`src/rtl/ppg_pkg.sv`:
```
package ppg_pkg;

  typedef enum logic [1:0] {
    MODE_SPLIT = 2'd0,
    MODE_WIDE  = 2'd1,
    MODE_CHAIN = 2'd2,
    MODE_RSVD  = 2'd3
  } pair_mode_e;

  localparam int unsigned DIV_TAPS = 5;
  localparam int unsigned SEL_BITS = 3;

endpackage

```
`src/rtl/ppg_divider.sv`:
```
module ppg_divider #(
  parameter int unsigned NDIV = 5
) (
  input  logic            clk,
  input  logic            rst_n,
  output logic [NDIV-1:0] taps
);

  localparam int unsigned DW = (NDIV > 1) ? NDIV - 1 : 1;
  localparam logic [DW-1:0] DIV_ONE = DW'(1);

  logic [DW-1:0] div_q;

  always_ff @(posedge clk or negedge rst_n) begin
    if (!rst_n) div_q <= '0;
    else        div_q <= div_q + DIV_ONE;
  end

  assign taps[0] = 1'b1;

  generate
    for (genvar k = 1; k < NDIV; k++) begin : g_tap
      assign taps[k] = &div_q[k-1:0];

      // a slower tap only fires when every faster tap fires
      p_tap_nested_r4: assert property (@(posedge clk) disable iff (!rst_n)
        taps[k] |-> taps[k-1]);
    end
  endgenerate

endmodule

```
`src/rtl/ppg_channel.sv`:
```
module ppg_channel #(
  parameter int unsigned W = 8
) (
  input  logic         clk,
  input  logic         rst_n,
  input  logic         run,
  input  logic         tick,
  input  logic [W-1:0] low_val,
  input  logic [W-1:0] high_val,
  output logic         phase,
  output logic         underflow,
  output logic         period_end
);

  localparam logic [W-1:0] CNT_ONE = W'(1);

  logic [W-1:0] cnt_q;
  logic         active_q;
  logic         phase_q;

  // Arithmetic of a phase end: the counter sits at zero when a tick arrives.
  function automatic logic at_floor(input logic [W-1:0] c);
    return c == '0;
  endfunction

  // Reload value for the phase that follows the current one.
  function automatic logic [W-1:0] next_load(input logic cur_phase,
                                             input logic [W-1:0] lo,
                                             input logic [W-1:0] hi);
    return cur_phase ? lo : hi;
  endfunction

  assign underflow  = active_q & tick & at_floor(cnt_q);
  assign period_end = underflow & phase_q;
  assign phase      = phase_q;

  always_ff @(posedge clk or negedge rst_n) begin
    if (!rst_n) begin
      cnt_q    <= '0;
      active_q <= 1'b0;
      phase_q  <= 1'b0;
    end else if (!run) begin
      cnt_q    <= '0;
      active_q <= 1'b0;
      phase_q  <= 1'b0;
    end else if (!active_q) begin
      active_q <= 1'b1;
      phase_q  <= 1'b0;
      cnt_q    <= low_val;
    end else if (underflow) begin
      phase_q  <= ~phase_q;
      cnt_q    <= next_load(phase_q, low_val, high_val);
    end else if (tick) begin
      cnt_q    <= cnt_q - CNT_ONE;
    end
  end

  // a stopped channel rests in the low phase
  p_idle_low_r10: assert property (@(posedge clk) disable iff (!rst_n)
    !run |=> !phase_q);

  // start-up always enters the low phase with the low reload value
  p_start_low_r2: assert property (@(posedge clk) disable iff (!rst_n)
    (run && !active_q) |=> (!phase_q && cnt_q == $past(low_val)));

  // without a tick neither the phase nor the count moves
  p_hold_no_tick_r3: assert property (@(posedge clk) disable iff (!rst_n)
    (run && active_q && !tick) |=> ($stable(phase_q) && $stable(cnt_q)));

  // the phase only flips where the counter ran out
  p_flip_on_floor_r3: assert property (@(posedge clk) disable iff (!rst_n)
    (run && active_q && tick && !at_floor(cnt_q)) |=> $stable(phase_q));

endmodule

```
`src/rtl/pulse_pair_gen.sv`:
```
module pulse_pair_gen #(
  parameter int unsigned CW   = 8,
  parameter int unsigned AW   = 3,
  parameter int unsigned NDIV = ppg_pkg::DIV_TAPS,
  parameter int unsigned SELW = ppg_pkg::SEL_BITS
) (
  input  logic          clk,
  input  logic          rst_n,
  input  logic          slow_tick,
  input  logic          wr_en,
  input  logic [AW-1:0] wr_addr,
  input  logic [CW-1:0] wr_data,
  output logic [1:0]    pulse_out,
  output logic [1:0]    irq_flag
);

  import ppg_pkg::*;

  localparam int unsigned WW       = 2 * CW;
  localparam int unsigned NCH      = 2;
  localparam int unsigned B_RUN0   = 2;
  localparam int unsigned B_OE0    = 4;
  localparam int unsigned SEL1_LSB = 4;

  localparam logic [AW-1:0] A_LOW0  = AW'(0);
  localparam logic [AW-1:0] A_HIGH0 = AW'(1);
  localparam logic [AW-1:0] A_LOW1  = AW'(2);
  localparam logic [AW-1:0] A_HIGH1 = AW'(3);
  localparam logic [AW-1:0] A_CTRL  = AW'(4);
  localparam logic [AW-1:0] A_CSEL  = AW'(5);
  localparam logic [AW-1:0] A_CLR   = AW'(6);

  localparam logic [SELW-1:0] SEL_SLOW = SELW'(NDIV);

  // Register state
  logic [CW-1:0]   low_q  [NCH];
  logic [CW-1:0]   high_q [NCH];
  pair_mode_e      mode_q;
  logic [NCH-1:0]  run_q;
  logic [NCH-1:0]  oe_q;
  logic [SELW-1:0] csel_q [NCH];
  logic [NCH-1:0]  irq_q;

  // Named internal events
  logic [NDIV-1:0] taps;
  logic [NCH-1:0]  sel_tick;
  logic            is_wide;
  logic            is_chain;
  logic            run_c0, run_c1, run_w;
  logic            tick_c0, tick_c1;
  logic            ph_c0, ph_c1, ph_w;
  logic            uf_c0, uf_c1, uf_w;
  logic            pe_c0, pe_c1, pe_w;
  logic [NCH-1:0]  pin_phase;
  logic [NCH-1:0]  pend;
  logic [NCH-1:0]  clr_req;
  logic            unused_uf;

  // Tick selection: divider tap, slow input, or nothing.
  function automatic logic pick_tick(input logic [SELW-1:0] sel,
                                     input logic [NDIV-1:0] tp,
                                     input logic slow);
    if (sel < SEL_SLOW)       return tp[sel];
    else if (sel == SEL_SLOW) return slow;
    else                      return 1'b0;
  endfunction

  // Wide-mode width: channel 1 supplies the upper byte.
  function automatic logic [WW-1:0] join_bytes(input logic [CW-1:0] upper,
                                               input logic [CW-1:0] lower);
    return {upper, lower};
  endfunction

  // Register write port
  always_ff @(posedge clk or negedge rst_n) begin
    if (!rst_n) begin
      for (int i = 0; i < NCH; i++) begin
        low_q[i]  <= '0;
        high_q[i] <= '0;
        csel_q[i] <= '0;
      end
      mode_q <= MODE_SPLIT;
      run_q  <= '0;
      oe_q   <= '0;
    end else if (wr_en) begin
      unique case (wr_addr)
        A_LOW0:  low_q[0]  <= wr_data;
        A_HIGH0: high_q[0] <= wr_data;
        A_LOW1:  low_q[1]  <= wr_data;
        A_HIGH1: high_q[1] <= wr_data;
        A_CTRL: begin
          mode_q <= pair_mode_e'(wr_data[1:0]);
          run_q  <= wr_data[B_RUN0 +: NCH];
          oe_q   <= wr_data[B_OE0 +: NCH];
        end
        A_CSEL: begin
          csel_q[0] <= wr_data[SELW-1:0];
          csel_q[1] <= wr_data[SEL1_LSB +: SELW];
        end
        default: ;
      endcase
    end
  end

  ppg_divider #(.NDIV(NDIV)) u_div (
    .clk   (clk),
    .rst_n (rst_n),
    .taps  (taps)
  );

  generate
    for (genvar i = 0; i < NCH; i++) begin : g_sel
      assign sel_tick[i] = pick_tick(csel_q[i], taps, slow_tick);
    end
  endgenerate

  // Pairing
  assign is_wide  = (mode_q == MODE_WIDE);
  assign is_chain = (mode_q == MODE_CHAIN);
  assign run_c0   = run_q[0] & ~is_wide;
  assign run_c1   = run_q[1] & ~is_wide;
  assign run_w    = run_q[1] &  is_wide;
  assign tick_c0  = sel_tick[0];
  assign tick_c1  = is_chain ? uf_c0 : sel_tick[1];

  ppg_channel #(.W(CW)) u_ch0 (
    .clk        (clk),
    .rst_n      (rst_n),
    .run        (run_c0),
    .tick       (tick_c0),
    .low_val    (low_q[0]),
    .high_val   (high_q[0]),
    .phase      (ph_c0),
    .underflow  (uf_c0),
    .period_end (pe_c0)
  );

  ppg_channel #(.W(CW)) u_ch1 (
    .clk        (clk),
    .rst_n      (rst_n),
    .run        (run_c1),
    .tick       (tick_c1),
    .low_val    (low_q[1]),
    .high_val   (high_q[1]),
    .phase      (ph_c1),
    .underflow  (uf_c1),
    .period_end (pe_c1)
  );

  ppg_channel #(.W(WW)) u_wide (
    .clk        (clk),
    .rst_n      (rst_n),
    .run        (run_w),
    .tick       (sel_tick[1]),
    .low_val    (join_bytes(low_q[1], low_q[0])),
    .high_val   (join_bytes(high_q[1], high_q[0])),
    .phase      (ph_w),
    .underflow  (uf_w),
    .period_end (pe_w)
  );

  assign unused_uf = uf_c1 ^ uf_w;

  // Pin routing and period events
  assign pin_phase[0] = is_wide ? 1'b0 : ph_c0;
  assign pin_phase[1] = is_wide ? ph_w : ph_c1;
  assign pend[0]      = is_wide ? 1'b0 : pe_c0;
  assign pend[1]      = is_wide ? pe_w : pe_c1;

  generate
    for (genvar i = 0; i < NCH; i++) begin : g_pin
      assign pulse_out[i] = oe_q[i] & pin_phase[i];
      assign clr_req[i]   = wr_en & (wr_addr == A_CLR) & wr_data[i];

      always_ff @(posedge clk or negedge rst_n) begin
        if (!rst_n)          irq_q[i] <= 1'b0;
        else if (pend[i])    irq_q[i] <= 1'b1;
        else if (clr_req[i]) irq_q[i] <= 1'b0;
      end

      // a flag only rises after a period boundary of its own channel
      p_flag_source_r7: assert property (@(posedge clk) disable iff (!rst_n)
        $rose(irq_q[i]) |-> $past(pend[i]));

      // a clear with no competing boundary empties the flag
      p_flag_clear_r7: assert property (@(posedge clk) disable iff (!rst_n)
        (clr_req[i] && !pend[i]) |=> !irq_q[i]);

      // a boundary always leaves the flag set
      p_flag_set_r7: assert property (@(posedge clk) disable iff (!rst_n)
        pend[i] |=> irq_q[i]);
    end
  endgenerate

  assign irq_flag = irq_q;

  // the lower pin is silent while the pair is joined
  p_wide_pin0_quiet_r5: assert property (@(posedge clk) disable iff (!rst_n)
    is_wide |-> (!pulse_out[0] && !pend[0]));

  // in chained mode channel 1 advances only on a channel 0 phase end
  p_chain_tick_src_r6: assert property (@(posedge clk) disable iff (!rst_n)
    (is_chain && run_c1 && $stable(is_chain) && $changed(ph_c1) && $past(run_c1))
      |-> $past(uf_c0));

endmodule

```
`config.mk`:
```
export PLATFORM = sky130hd
export DESIGN_NAME = pulse_pair_gen
export DESIGN_NICKNAME = d
export VERILOG_FILES = /design/src/rtl/ppg_pkg.sv /design/src/rtl/ppg_divider.sv /design/src/rtl/ppg_channel.sv /design/src/rtl/pulse_pair_gen.sv
export SDC_FILE = /design/constraint.sdc
export NUM_CORES = 1
export LEC_CHECK = 0
export BUFFER_PORTS_ARGS = -buffer_cell sky130_fd_sc_hd__buf_2
export CAP_MARGIN = 25
export CELL_PAD_IN_SITES_DETAIL_PLACEMENT = 1
export CELL_PAD_IN_SITES_GLOBAL_PLACEMENT = 2
export CORE_MARGIN = 4
export CORE_UTILIZATION = 41
export CTS_CLUSTER_SIZE = 14
export DETAILED_ROUTE_END_ITERATION = 12
export GPL_TIMING_DRIVEN = 1
export PLACE_DENSITY_LB_ADDON = 0.1
export SETUP_SLACK_MARGIN = 0.1
export SLEW_MARGIN = 10
export SYNTH_ARGS = -nofsm -noshare
export SYNTH_HDL_FRONTEND = slang
export SYNTH_SLANG_ARGS = --single-unit
```
`constraint.sdc`:
```
create_clock -name clk -period 3 [get_ports clk]
set_input_delay 0.3 -clock clk [delete_from_list [all_inputs] [get_ports clk]]
set_output_delay 0.3 -clock clk [all_outputs]
set_load 0.01 [all_outputs]
```
==> run summary, run 1 <==
status: completed
Adder-Cell Fraction of Synth Area: 1.72%
drc violations: 0
Max Slew Vio Count: 0
Slew @ Worst Pin: 0.872 ns
clk slew on worst S/H paths: 0.07 ns
CP Cell Sequence: inv_1, ha_1, or4b_1, nor4_2, nand3b_1, o22ai_1, buf_4, mux2_2, a32o_1
slowest cell on the critical path: or4b_1
R2R Setup Slk: 0.31 ns
Syn. warnings: 0
Placer Congestion: 0.851
Netlist cell types: 59
CTS tree: done
most frequent cells in the layout: 88 x dfrtp_1, 46 x mux2_2, 28 x nor2_1, 28 x a21oi_1, 25 x mux2i_1
IO buf count: 18
Core Area: 0.0121 mm^2
Avg Cell Area, Syn: 10.1 um^2
fillers: 1321
Cells after Synth: 504
Post-synth top flop: dfrtp_1
largest net degree at the start of global routing: 58
total power: 4.88 mW
Synth Area in Simple Gates: 18.2%
total number of vias: 4026
CTS root buf: clkbuf_16
DP Worst Slack: 0.259 ns
CP startpoint kind: register
Post-Layout Cell Count: 693
Post-DP Area: 0.00543 mm^2
worst path arrival time: 2.93 ns
initial drt markers: 229
number of flops mapped to enable cells by yosys: 0
most common cell after layout, fill and taps aside: dfrtp_1
FF/Latch Area: 0.00220 mm^2
main combinational cell family by area after synthesis: simple AND/OR/NAND/NOR gates
Worst VDD drop: 367 uV
unrepaired setup endpoints after global routing: false
maximum buffer depth of the clock tree: 2
crit-path max FO: 11
Max Cap Viol: 0
Clock Sink Count: 88
Period minus WS final: 2.69 ns
die area: 0.0143 mm^2
FP Rows: 40
HP Class: input port to async pin
mux cell area share after synthesis: 15.4%
synthesized area: 0.00509 mm^2
sequential element share of the synthesized area: 43.3%
vias in the first global route: 4276
final hold slack: 0.0296 ns
share of cells above drive strength 1: 20.6%
die height: 119 um
Post-DRT Antenna Nets: 0
Post-Synthesis Net Count: 526
Async S/R FF share, synth: 100%
Detailed Place HPWL: 10500 um
TritonCTS Buffers: 9
period utilization: 89.5%
area delta synth->final: 13.6%
utilization after layout: 47.9%
multi-input logic area: 0.00270 mm^2
postcts setup bufs: 0
antenna violations before repair: 0
final net count: 542
H-tree depth reported by CTS: 3
Antenna Cells: 0
CP Class: register to register
Leak: 2.45 nW
drt first pass iters: 4
CP Data Required Time: 3.24 ns
I/O pins: 19
Pwr Density: 844 mW/mm^2
GRT Overall Usage: 21.2%
max incr delay on CP: 0.53 ns
CP bufs+invs: 2
final worst slack: 0.314 ns
Synth Register Bits: 88
worst skew pair latency: 0.35 ns
Initial Util: 42.2%
endpoints failing setup: 0
final hold vios: 0
global-route wire length before repair: 23700 um
Crit path max-delay family: simple AND/OR/NAND/NOR gates
finished layout cell area: 0.00578 mm^2
Synth Area in XOR/XNOR: 2.75%
grt ovf: 0
Setup Skew: 0.00820 ns
drt wl/cell: 21.0 um
fmax: 372 MHz
Synth Area in Compound Gates: 14.9%
CP Capture Type: register
Slew headroom: 41.4%
Die Wd: 119 um
setup_tns: 0 ns
Placed Cells: 677
drt via density: 5.81
WL final: 14600 um
-- worst reg2reg max path: cells and delay by family, from the launching register on --
kind / cells / cell delay, ns
muxes: 1 / 0.35
AOI/OAI and AO/OA: 2 / 0.37
buffers and inverters: 2 / 0.29
adders and majority gates: 1 / 0.20
and+or+nand+nor: 3 / 0.97
DFF: 1 / 0.41
-- per-layer routing --
metal	vias to the layer above	GRT usage, %	routed length, um
met5	-	0	0
met4	0	7.30	265
met3	17	2.71	331
met2	52	35.6	7170
met1	2065	28.3	6800
li1	1892	-	-
-- path summary, 6_finish.rpt --
| check | startpoint | endpoint | cells past startpoint |
|---|---|---|---|
| max | u_ch1.cnt_q[0] | u_ch1.cnt_q[3] | 9 |
| min | rst_n | u_wide.cnt_q[7] | 1 |
| max reg2reg | u_ch1.cnt_q[0] | u_ch1.cnt_q[3] | 9 |
| min reg2reg | u_div.div_q[3] | u_div.div_q[3] | 1 |
| max in group asynchronous | rst_n | run_q[1] | 2 |
| min in group clk | wr_data[7] | low_q[7] | 2 |
-- flip-flops by register name (all words and copies together) (netlist names) --
name             cells
high_q              16
low_q               16
u_wide.cnt_q        16
u_ch0.cnt_q          8
u_ch1.cnt_q          8
csel_q               6
u_div.div_q          4
irq_flag             2
mode_q               2
oe_q                 2
run_q                2
u_ch0.active_q       1
u_ch0.phase          1
u_ch1.active_q       1
u_ch1.phase          1
u_wide.active_q      1
u_wide.phase         1
-- final cells by class --
| cell class | count | share of cell area [%] |
|---|---|---|
| inverter | 16 | 1.04 |
| multi-input combinational | 369 | 46.7 |
| timing repair buffer | 36 | 4.50 |
| sequential | 88 | 38.1 |
| tap | 168 | 3.64 |
| clock buffer | 11 | 4.20 |
| clock inverter | 5 | 1.80 |
-- what timing repair did --
action	CTS	global route
hold buffers	0	0
setup endpoints to repair	0	1
gates resized for setup	0	1
-- synth_stat cells, types with 4 or more instances --
cell type,n,share of area (%)
and2_0,7,0.86
dfrtp_1,88,43
a32o_1,9,1.8
nor3b_1,7,1.0
a21oi_1,28,2.8
xor2_1,6,1.0
o21ai_0,16,1.6
nand3_1,6,0.59
and3_1,10,1.2
or4_1,5,0.74
or2_2,4,0.49
a221o_1,4,0.79
clkbuf_1,24,1.8
nand2_1,24,1.8
inv_1,16,1.2
nand2b_1,19,2.3
o221ai_1,4,0.69
mux2_2,46,10
nor4_1,9,1.1
o31ai_1,4,0.59
buf_2,5,0.49
nor2_1,28,2.1
a211oi_1,12,1.8
nor3_1,16,1.6
xnor2_1,10,1.7
nor2b_1,7,0.86
mux2i_1,25,4.9
or3_1,5,0.61
ha_1,7,1.7
-- logic make-up after synthesis --
| kind of cell | after synthesis |
|---|---|
| AO/OA/AOI/OAI | 110 |
| XOR/XNOR | 16 |
| adder cells (fa/ha/maj) | 7 |
| buffers and inverters | 47 |
| AND/OR/NAND/NOR | 164 |
| multiplexers | 72 |
| flip-flops | 88 |
-- power breakdown --
part           leakage (nW)  switching (mW)  internal, mW
clock network         0.170           0.490         0.838
registers              1.12           0.289          1.42
logic                  1.15            1.01         0.839
total                  2.45            1.79          3.09
(Power assumes the default switching activity.)
==> inputs of run 2 (changes only) <==
Settings changed: CORE_UTILIZATION 41 to 44.
Clock period 3 ns to 3.2 ns, I/O delays scaled along.
==> run 2 against run 1 <==
Compared with the run above:
- flip-flop and latch count unchanged
- worst setup slack gained 0.0076 ns
- non-clock buffer count decreased by 5
- routed wire length is 2.5% lower
- clock skew is 0.0038 ns lower
- register-to-register slack about the same
- combinational power down 8%
- cell area decreased by 2.5%
- sequential power fell by 5%
- critical path type unchanged
- highest routed layer unchanged
==> run summary, run 2 (synthesis gave the netlist of run 1 again) <==
drt wl/cell: 21.4 um
GR Util met3: 4.49%
GRT Overall Usage: 22.8%
CP Class: register to register
endpoints failing setup: 0
H-tree depth reported by CTS: 3
Max Slew Vio Count: 0
maximum buffer depth of the clock tree: 2
Int Power: 2.64 mW
Slew headroom: 39.7%
drt via density: 6.03
grt ovf: 0
Logic pwr share: 39.5%
CP Data Required Time: 3.43 ns
Switch Pwr: 1.68 mW
Core Area: 0.0114 mm^2
total number of vias: 3996
FF/Latch Area: 0.00220 mm^2
Period minus WS final: 2.88 ns
HP Class: input port to async pin
grt met1 use: 30.9%
Setup Skew: 0.00440 ns
die area: 0.0133 mm^2
Hold-fix buffers, CTS: 0
Die Wd: 116 um
Clock Sink Count: 88
worst path arrival time: 3.11 ns
setup_tns: 0 ns
GRT busiest layer: met2
drt first pass iters: 6
top flop regs: high_q (16), low_q (16), u_wide.cnt_q (16)
largest net degree at the start of global routing: 65
final hold vios: 0
global-route wire length before repair: 23300 um
clk slew on worst S/H paths: 0.06 ns
IO buf count: 18
vias in the first global route: 4214
most frequent cells in the layout: 88 x dfrtp_1, 46 x mux2_2, 28 x nor2_1, 28 x a21oi_1, 25 x mux2i_1
worst skew pair latency: 0.35 ns
total power: 4.32 mW
TritonCTS Buffers: 9
postcts setup bufs: 0
Switching Fraction: 38.8%
Pwr Density: 766 mW/mm^2
max incr delay on CP: 0.54 ns
fmax: 347 MHz
area delta synth->final: 10.8%
antenna violations before repair: 0
WL final: 14200 um
CP Cell Sequence: inv_1, ha_1, or4b_1, nor4_4, nand3b_1, o22ai_1, buf_4, mux2i_1, a221o_1
Worst VDD drop: 398 uV
Post-DRT Antenna Nets: 0
Sequential Power Share: 37.3%
crit-path max FO: 9
period utilization: 90.0%
fillers: 1250
clock share of power: 23.2%
Placer Congestion: 0.791
final net count: 537
Detailed Place HPWL: 10200 um
CTS tree: done
initial drt markers: 168
FP Rows: 39
CP startpoint kind: register
drc violations: 0
Max Cap Viol: 0
die height: 116 um
Antenna Cells: 0
CP Capture Type: register
share of cells above drive strength 1: 19.8%
multi-input logic area: 0.00271 mm^2
Initial Util: 44.8%
slowest cell on the critical path: or4b_1
unrepaired setup endpoints after global routing: false
Leak: 2.39 nW
Slew @ Worst Pin: 0.897 ns
I/O pins: 19
status: completed
most common cell after layout, fill and taps aside: dfrtp_1
utilization after layout: 49.6%
CTS root buf: clkbuf_16
M2 GR Usage: 35.9%
run 2: final timing paths:
check / from / to / slack, ns / cells past startpoint
worst max-delay path: u_ch1.cnt_q[0] / u_ch1.cnt_q[5] / 0.32 / 9
worst min-delay path: rst_n / u_wide.cnt_q[10] / 0.06 / 1
worst max register to register: u_ch1.cnt_q[0] / u_ch1.cnt_q[5] / 0.32 / 9
worst min register to register: u_div.div_q[3] / u_div.div_q[3] / 0.48 / 1
max in group asynchronous: rst_n / low_q[8] / 2.35 / 2
min in group clk: wr_data[7] / high_q[7] / 0.31 / 2
run 2: power groups by stage:
stage,clock network (mW),logic (mW),registers [mW]
final,1.00,1.70,1.61
after global routing,1.08,1.91,1.65
after CTS,1.03,1.70,1.61
after detailed placement,0,1.68,1.63
after global placement,0,1.65,1.62
after floorplan,0,1.32,1.50
run 2: layout make-up:
type	instances	share of cell area (%)
clock inverters	5	0.577
well taps	143	3.17
multi-input cells	369	48.1
clock buffers	11	4.31
inverters	16	1.07
flip-flops and latches	88	39.1
repair buffers	31	3.73
run 2: worst max-delay path: cells and delay by family, from the launching register on:
| family | cells | cell delay (ns) |
|---|---|---|
| AOI/OAI and AO/OA | 2 | 0.67 |
| muxes | 1 | 0.09 |
| buffers and inverters | 2 | 0.36 |
| and+or+nand+nor | 3 | 1.02 |
| DFF | 1 | 0.41 |
| adders and majority gates | 1 | 0.20 |
run 2: metrics by stage:
stage | instance area (um^2) | instances | setup WS [ns] | hold slack (ns)
floorplan | 5090 | 504 | 0.821 | 0.0244
global placement | 5320 | 646 | 0.0690 | 0.462
detailed placement | 5320 | 646 | 0.126 | 0.471
CTS | 5600 | 662 | 0.245 | 0.109
global route | 5640 | 663 | 0.180 | 0.143
finish | 5640 | 663 | 0.322 | 0.0585
run 2: layer usage:
metal  vias to the layer above  wire length, um
met5                         -                0
met1                      2037             6670
met2                        44             6730
met4                         0              392
met3                        29              416
li1                       1886                -
run 2: timing repair:
| action | 4_1_cts | 5_1_grt |
|---|---|---|
| cloned | 0 | 0 |
| gates resized for setup | 1 | 1 |
| endpoints found under the setup margin | 4 | 1 |
